### src/rtl/pag_pkg.sv
// Package: shared encodings and field positions for the paged address generator.
// Assumes a 16-bit status word with three 3-bit page fields in its upper bits.
package pag_pkg;
    localparam int LADDR_W   = 16;
    localparam int PAGE_W    = 3;
    localparam int PADDR_W   = LADDR_W + PAGE_W;
    localparam int CODE_LSB  = 13;
    localparam int DATA_LSB  = 10;
    localparam int STACK_LSB = 7;

    typedef enum logic [1:0] {
        KIND_CODE  = 2'd0,
        KIND_DATA  = 2'd1,
        KIND_STACK = 2'd2,
        KIND_XPAGE = 2'd3
    } kind_e;

    typedef enum logic [3:0] {
        OP_NOP     = 4'd0,
        OP_SET_DP  = 4'd1,
        OP_SET_SP  = 4'd2,
        OP_SET_ODP = 4'd3,
        OP_PJMP    = 4'd4,
        OP_SR_LD   = 4'd5,
        OP_VEC     = 4'd6,
        OP_JMP     = 4'd7,
        OP_STEP    = 4'd8,
        OP_SP_LD   = 4'd9
    } op_e;
endpackage

### src/rtl/pag_page_regs.sv
// Module: holds the status word and the cross-page register.
// Applies one page or status command per clock. Codes it does not own leave both
// registers unchanged. Only the low PAGE_W bits of a page operand are used.
module pag_page_regs
    import pag_pkg::*;
(
    input  logic               clk,
    input  logic               rst_n,
    input  logic [3:0]         op,
    input  logic [LADDR_W-1:0] op_val,
    output logic [LADDR_W-1:0] sr_q,
    output logic [PAGE_W-1:0]  odp_q
);
    logic [PAGE_W-1:0] page_opnd;

    // Purpose: keep only the page-number bits of the operand.
    always_comb page_opnd = op_val[PAGE_W-1:0];

    // Purpose: update the status word fields according to the command.
    always_ff @(posedge clk) begin
        if (!rst_n) begin
            sr_q <= '0;
        end else begin
            unique case (op)
                OP_SET_DP:  sr_q[DATA_LSB  +: PAGE_W] <= page_opnd;
                OP_SET_SP:  sr_q[STACK_LSB +: PAGE_W] <= page_opnd;
                OP_PJMP:    sr_q[CODE_LSB  +: PAGE_W] <= page_opnd;
                OP_VEC:     sr_q[CODE_LSB  +: PAGE_W] <= '0;
                OP_SR_LD:   sr_q <= op_val;
                default:    sr_q <= sr_q;
            endcase
        end
    end

    // Purpose: update the cross-page register on its own command only.
    always_ff @(posedge clk) begin
        if (!rst_n) begin
            odp_q <= '0;
        end else if (op == OP_SET_ODP) begin
            odp_q <= page_opnd;
        end
    end
endmodule

### src/rtl/pag_ptr_regs.sv
// Module: program counter and stack pointer.
// Assumes PC_STEP fits in LADDR_W bits. The counter wraps inside the 16-bit
// logical space and never touches a page field.
module pag_ptr_regs
    import pag_pkg::*;
#(
    parameter logic [LADDR_W-1:0] RESET_PC = 16'h0020,
    parameter logic [LADDR_W-1:0] RESET_SP = 16'hFFFE,
    parameter logic [LADDR_W-1:0] PC_STEP  = 16'd2
) (
    input  logic               clk,
    input  logic               rst_n,
    input  logic [3:0]         op,
    input  logic [LADDR_W-1:0] op_val,
    input  logic [LADDR_W-1:0] op_tgt,
    output logic [LADDR_W-1:0] pc_q,
    output logic [LADDR_W-1:0] sp_q
);
    // Purpose: load, step or hold the program counter.
    always_ff @(posedge clk) begin
        if (!rst_n) begin
            pc_q <= RESET_PC;
        end else begin
            unique case (op)
                OP_PJMP, OP_VEC, OP_JMP: pc_q <= op_tgt;
                OP_STEP:                 pc_q <= pc_q + PC_STEP;
                default:                 pc_q <= pc_q;
            endcase
        end
    end

    // Purpose: load or hold the stack pointer.
    always_ff @(posedge clk) begin
        if (!rst_n) begin
            sp_q <= RESET_SP;
        end else if (op == OP_SP_LD) begin
            sp_q <= op_val;
        end
    end
endmodule

### src/rtl/pag_addr_sel.sv
// Module: combinational page selection.
// Picks the page for the access kind and places it above the logical address.
// Assumes the status word and cross-page register are already registered, so a
// command presented this cycle cannot reach the output until the next cycle.
module pag_addr_sel
    import pag_pkg::*;
(
    input  logic [1:0]         kind,
    input  logic [LADDR_W-1:0] log_addr,
    input  logic [LADDR_W-1:0] sr_q,
    input  logic [PAGE_W-1:0]  odp_q,
    input  logic [LADDR_W-1:0] pc_q,
    output logic [PADDR_W-1:0] phys_addr,
    output logic [PADDR_W-1:0] fetch_addr
);
    logic [PAGE_W-1:0] code_pg;
    logic [PAGE_W-1:0] data_pg;
    logic [PAGE_W-1:0] stack_pg;
    logic [PAGE_W-1:0] sel_pg;

    // Purpose: split the status word into its three page fields.
    always_comb begin
        code_pg  = sr_q[CODE_LSB  +: PAGE_W];
        data_pg  = sr_q[DATA_LSB  +: PAGE_W];
        stack_pg = sr_q[STACK_LSB +: PAGE_W];
    end

    // Purpose: choose the page that matches the access kind.
    always_comb begin
        unique case (kind)
            KIND_CODE:  sel_pg = code_pg;
            KIND_DATA:  sel_pg = data_pg;
            KIND_STACK: sel_pg = stack_pg;
            default:    sel_pg = odp_q;
        endcase
    end

    // Purpose: form the access address and the fetch address.
    always_comb begin
        phys_addr  = {sel_pg, log_addr};
        fetch_addr = {code_pg, pc_q};
    end
endmodule

### src/rtl/paged_addr_gen.sv
// Module: top of the paged physical address generator.
// Wires the page registers, the pointer registers and the page selector.
// Assumes one command per clock and a synchronous active-low reset.
module paged_addr_gen
    import pag_pkg::*;
#(
    parameter logic [15:0] RESET_PC = 16'h0020,
    parameter logic [15:0] RESET_SP = 16'hFFFE,
    parameter logic [15:0] PC_STEP  = 16'd2
) (
    input  logic        clk,
    input  logic        rst_n,
    input  logic [3:0]  op,
    input  logic [1:0]  kind,
    input  logic [15:0] log_addr,
    input  logic [15:0] op_val,
    input  logic [15:0] op_tgt,
    output logic [18:0] phys_addr,
    output logic [18:0] fetch_addr,
    output logic [15:0] sr_q,
    output logic [2:0]  odp_q,
    output logic [15:0] pc_q,
    output logic [15:0] sp_q
);
    pag_page_regs u_pages (
        .clk    (clk),
        .rst_n  (rst_n),
        .op     (op),
        .op_val (op_val),
        .sr_q   (sr_q),
        .odp_q  (odp_q)
    );

    pag_ptr_regs #(
        .RESET_PC (RESET_PC),
        .RESET_SP (RESET_SP),
        .PC_STEP  (PC_STEP)
    ) u_ptrs (
        .clk    (clk),
        .rst_n  (rst_n),
        .op     (op),
        .op_val (op_val),
        .op_tgt (op_tgt),
        .pc_q   (pc_q),
        .sp_q   (sp_q)
    );

    pag_addr_sel u_sel (
        .kind       (kind),
        .log_addr   (log_addr),
        .sr_q       (sr_q),
        .odp_q      (odp_q),
        .pc_q       (pc_q),
        .phys_addr  (phys_addr),
        .fetch_addr (fetch_addr)
    );
endmodule

### config.mk
export PLATFORM = sky130hd
export DESIGN_NAME = paged_addr_gen
export DESIGN_NICKNAME = d
export VERILOG_FILES = /design/src/rtl/pag_pkg.sv /design/src/rtl/pag_page_regs.sv /design/src/rtl/pag_ptr_regs.sv /design/src/rtl/pag_addr_sel.sv /design/src/rtl/paged_addr_gen.sv
export SDC_FILE = /design/constraint.sdc
export NUM_CORES = 1
export LEC_CHECK = 0
export BUFFER_PORTS_ARGS = -buffer_cell sky130_fd_sc_hd__clkbuf_2
export CORE_UTILIZATION = 40
export CTS_CLUSTER_SIZE = 12
export DETAILED_ROUTE_END_ITERATION = 8
export HOLD_SLACK_MARGIN = 0.08
export PLACE_DENSITY = 0.77
export SLEW_MARGIN = 20
export SYNTH_ARGS = -nofsm -noshare
export SYNTH_HDL_FRONTEND = slang
export SYNTH_SLANG_ARGS = --single-unit
### constraint.sdc
create_clock -name clk -period 1.7 [get_ports clk]
set_input_delay 0.255 -clock clk [delete_from_list [all_inputs] [get_ports clk]]
set_output_delay 0.255 -clock clk [all_outputs]
set_load 0.01 [all_outputs]
Word-level counts from Yosys, hierarchy flattened:

Cells that the tools add are included.

* flip-flop bits (word level): 51
* input bits: 56
* logic and storage cells: 30

* add/subtract/negate cells: 1
* eq/ne operators: 11
* mux-type cells: 5
* reduce and logical (&&, ||, !) cells: 6

Operators with widths (number)
* $pmux 16 s2: 1
* $pmux 3 s3: 2
* $add 16x2->16 const B: 1
* $eq 4x3->1 const B: 4
* $pmux 3 s2: 2
* $eq 4x2->1 const B: 2
* $eq 4x4->1 const B: 2
* $reduce_bool 2->1: 3
* $eq 4x1->1 const B: 1
* $reduce_bool 3->1: 1
* $reduce_or 3->1: 1
* $eq 2x1->1 const B: 1
* $eq 2x2->1 const B: 1
* $logic_not 2->1: 1

Logic depth before layout (Yosys ltp):

* depth in word-level cells: 3
* mapped depth: 7
* gate-level depth less buffers: 5

Cells and area by module:

A second synthesis with hierarchy kept.

* cell total of the unflattened synthesis: 317
* area, all modules: 2683.8 um^2

Modules (own cells, without submodules)
* pag_ptr_regs: times used 1, cells each 187, area each 1481.4 um^2, sequential area each 640.6 um^2
* pag_page_regs: times used 1, cells each 92, area each 860.8 um^2, sequential area each 380.4 um^2
* pag_addr_sel: times used 1, cells each 38, area each 341.6 um^2, sequential area each 0.0 um^2

Worst setup path after synthesis:

Ideal clock, no wire load.

* path kind: reg2reg
* from: reg u_ptrs.pc_q[1]
* to: reg u_ptrs.pc_q[11]
* library setup time: 0.074 ns
* arrival time: 1.712 ns
* setup slack: -0.086 ns
* cell stages (with the launch flop): 7
* period minus slack after synthesis: 1.786 ns
* cells stage by stage: dfxtp_1 ha_1 and3_1 clkbuf_1 nand4_1 or4_1 a31oi_1

* longest elaborated chain between the ends: 2

RTL lines
* start: declaration: RTL line pag_ptr_regs.sv:16 `output logic [LADDR_W-1:0] pc_q,`
* start signal: assignment: RTL line pag_ptr_regs.sv:25 `OP_PJMP, OP_VEC, OP_JMP: pc_q <= op_tgt;`
* start signal: assignment: RTL line pag_ptr_regs.sv:26 `OP_STEP: pc_q <= pc_q + PC_STEP;`
* start signal: assignment: RTL line pag_ptr_regs.sv:27 `default: pc_q <= pc_q;`
* $add 16x2->16: RTL line pag_ptr_regs.sv:26
* $pmux 16 s2: RTL line pag_ptr_regs.sv:24 `unique case (op)`

Every way passes these cells.
A chain may end at the register's enable or synchronous reset.

Final worst setup path:

* from: reg u_ptrs.pc_q[2]
* to: reg u_ptrs.pc_q[11]

Same word-level chain as after synthesis.

==> results.cfg <==
[sta]
tightest_slew_ns = 0.4358
timing.final.max_slew_violations = 0
timing.max_slew.rel_slack = 0.7088
rsz0062_at_grt = no
clock_skew_ns = 0.003385
finalHoldViolations = 0
setup-tns-final_ns = 0
final_min_period_over_clock_period = 0.9701
setup_violations_final = 0
achievable-frequency_mhz = 606.4
final.min_clock_period_ns = 1.649

[worst_setup_path]
critical_path.max_stage_delay_ns = 0.43
cp_data_arrival_time_ns = 1.87
timing.critical_path.max_delay_family = simple AND/OR/NAND/NOR gates
crit_chain = ha_1 > and3_1 > nand4_1 > or4_1 > a31oi_1
crit_path_top_delay_cell = sky130_fd_sc_hd__or4_1
timing.critical_path.to_type = register
ff2ff_path_depth = 5
setup.reg_to_reg.worst_slack_ns = 0.05
kind_of_start_point_of_the_critical_path = register
worstPathRequired_ns = 1.93
cp_num_cells = 5
crit_fanout = 7
worstReg2RegStart = u_ptrs.pc_q[2]
worstSetupPathType = register to register
regToRegEndpoint = u_ptrs.pc_q[11]
worstPathBufferInverterCount = 0

[detailed_routing]
first_pass_drt_iterations = 5
detail_route.drc_violations = 0
avgViaCountPerCell = 5.419
detailedRoute.firstIterationViolations = 134
routed-via-count = 2666
drt-wirelength-per-cell_um = 14.56
routed_wl_mm = 7.162
ant_nets = 0

[power]
cellLeakagePower_uw = 0.001501
clock_power_share = 0.289
power_per_cell_area_nw_per_um2 = 733.9
max-vdd-ir-drop_mv = 0.3964
cell_internal_pwr_uw = 1710
share_comb_of_total_power = 0.171
p_seq_frac = 0.540
power_switching_share = 0.2786
p_sw_uw = 660.6

[logic_synthesis]
main_area_contributors_after_synthesis = sky130_fd_sc_hd__dfxtp_1 (39%), sky130_fd_sc_hd__buf_4 (10%), sky130_fd_sc_hd__nand2_1 (8.9%), sky130_fd_sc_hd__a21oi_1 (5.6%), sky130_fd_sc_hd__mux2i_1 (3.8%)
yosysWarningCount = 0
synth.ff_latch_count = 51
yosysTopAreaCellShare = 0.3917
synth_enable_flop_cells = 0
synthArstFlopShare = 0
top_ff_cell_synth = sky130_fd_sc_hd__dfxtp_1
synth_cell_type_count = 41
syn_area_per_cell_sq_um = 8.170
synth_largest_area_cell = sky130_fd_sc_hd__dfxtp_1
synthesis.instances = 319
post_synthesis_instance_area_sq_um = 2606
yosysSeqAreaShare = 0.3917
syn-num-nets = 376

[hold_path]
hold_end = u_ptrs.pc_q[0]
timing.hold.worst.class = input pin to register
holdCritStartpoint = op_tgt[0]
hold_path_depth = 3

[floorplan]
die_width_um = 82.72
ioPinCount = 145
floorplan.initialDensity = 0.4128
die_height_um = 82.72
floorplan.die_area_sq_um = 6843
rows = 29
placeableCoreArea_sq_um = 6314

[placement]
detailed_place.area_sq_um = 3128
dp_hpwl_mm = 5.360
gp_congestion = 0.8227
port_buffers = 112

[clock_tree]
clkSlewWorstSetupHoldPaths_ns = 0.09
clockBufferDepth = 2
cts_buffers = 5
cts_htree_levels = 2
cts_tree = built
clock_root_buffer_master = sky130_fd_sc_hd__clkbuf_8
worst_skew_pair.late_latency_ns = 0.29
tritoncts_sink_count = 51

[cells_and_area]
layout.cells.most_common = sky130_fd_sc_hd__clkbuf_2
layout.nets = 471
fin_area_sq_um = 3231
flow.area_growth_from_synthesis_pct = 23.96
post_route_cells_drive_above_1_share = 0.3831
final_antenna_diode_count = 0
mostFrequentLayoutCells = sky130_fd_sc_hd__clkbuf_2 (112), sky130_fd_sc_hd__nand2_1 (62), sky130_fd_sc_hd__dfxtp_1 (49), sky130_fd_sc_hd__buf_4 (30), sky130_fd_sc_hd__a21oi_1 (29)

[grt]
first_global_vias = 2194
first_pass_grt_wire_length_mm = 10.81
globalRoute.totalOverflow = 0
maximum_number_of_pins_on_one_net_before_global_route_repair = 21
global_route.usage.total = 0.2100
antenna_found_initial = 0

[run_status]
status = finished, final reports clean

[job]
number_of_max_cap_violations = 0
-- through the flow --
| stage | std cells | utilization | total power [uW] | hold WS (ns) | worst slack, ns |
|---|---|---|---|---|---|
| 2_1_floorplan | 319 | - | 1568 | 0.3790 | 0.003301 |
| 3_3_place_gp | 482 | 0.4954 | 1705 | 0.4440 | 0.04623 |
| 3_5_place_dp | 482 | 0.4954 | 1712 | 0.4506 | 0.02999 |
| 4_1_cts | 490 | 0.5089 | 2400 | 0.1648 | 0.06691 |
| 5_1_grt | 492 | 0.5117 | 2502 | 0.1699 | 0.008145 |
| 6_report | 492 | 0.5117 | 2371 | 0.1739 | 0.05087 |
-- power by group through the flow --
stage | combinational [uW] | clock, uW | sequential, uW
finish | 405 | 686 | 1280
global route | 449 | 767 | 1290
CTS | 407 | 713 | 1280
detailed placement | 405 | 0 | 1310
global placement | 400 | 0 | 1310
floorplan | 237 | 0 | 1330
-- timing repair --
item,in CTS,in global routing
hold buffers,0,0
setup buffers,0,2
setup endpoints to repair,0,1
resized for setup,0,1
-- cells by family (layout without fill, tap and decap cells) --
group                      after synthesis  in the layout  synth area share
AOI/OAI and AO/OA                       68             68            0.1560
adders and majority gates                1              1          0.004800
buffers and inverters                   55            151            0.1349
DFF                                     51             51            0.3917
muxes                                   13             13           0.06433
and+or+nand+nor                        131            131            0.2482
-- cell type report --
cell class              instances  area [sq um]
inverters                       1         3.754
repair buffers                142         785.8
clock buffers                   6         72.57
multi-input cells             213          1234
fillers                       651          3083
flip-flops and latches         51          1026
clock inverters                 2         12.51
well taps                      77         96.34
-- worst max path at each step --
stage,from,to
2_1_floorplan,u_ptrs.pc_q[1],u_ptrs.pc_q[11]
3_3_place_gp,op[0],u_ptrs.pc_q[11]
3_5_place_dp,op[0],u_ptrs.pc_q[8]
4_1_cts,u_ptrs.pc_q[1],u_ptrs.pc_q[11]
5_1_grt,u_ptrs.pc_q[2],u_ptrs.pc_q[11]
6_report,u_ptrs.pc_q[2],u_ptrs.pc_q[11]
-- routing by layer --
metal,vias up,global-route usage,part of all wire,wire [um]
met1,1231,0.2532,0.41,2916
met3,12,0.05714,0.090,642
met5,-,0,0,0
met2,139,0.3639,0.49,3541
li1,1284,-,-,-
met4,0,0.05862,0.0085,61
-- sequential cells by signal (all words and copies together) (netlist names) --
| register | flops |
|---|---|
| u_ptrs.sp_q | 16 |
| u_pages.odp_q | 3 |
| u_pages.sr_q | 16 |
| u_ptrs.pc_q | 16 |
-- worst min-delay path: cells and delay by family --
family          cells  cell delay [ns]
compound gates      1             0.05
buf+inv             1             0.08
simple gates        1             0.04
-- synth_stat cells (2+ instances only) --
cell type / n
sky130_fd_sc_hd__a211oi_1: 6
sky130_fd_sc_hd__a21oi_1: 29
sky130_fd_sc_hd__a22oi_1: 4
sky130_fd_sc_hd__a31oi_1: 7
sky130_fd_sc_hd__and2_1: 2
sky130_fd_sc_hd__and3_1: 4
sky130_fd_sc_hd__and4_1: 2
sky130_fd_sc_hd__buf_2: 2
sky130_fd_sc_hd__buf_4: 36
sky130_fd_sc_hd__clkbuf_1: 15
sky130_fd_sc_hd__dfxtp_1: 51
sky130_fd_sc_hd__mux2i_1: 10
sky130_fd_sc_hd__mux4_2: 3
sky130_fd_sc_hd__nand2_1: 62
sky130_fd_sc_hd__nand2b_1: 2
sky130_fd_sc_hd__nand3_1: 19
sky130_fd_sc_hd__nand4_1: 4
sky130_fd_sc_hd__nor2_1: 18
sky130_fd_sc_hd__nor2b_1: 2
sky130_fd_sc_hd__nor3_1: 2
sky130_fd_sc_hd__nor3b_2: 2
sky130_fd_sc_hd__nor4b_2: 2
sky130_fd_sc_hd__o211ai_1: 2
sky130_fd_sc_hd__o21ai_0: 12
sky130_fd_sc_hd__o311ai_0: 2
sky130_fd_sc_hd__or4_1: 4
Power figures use the tool's default switching activity.
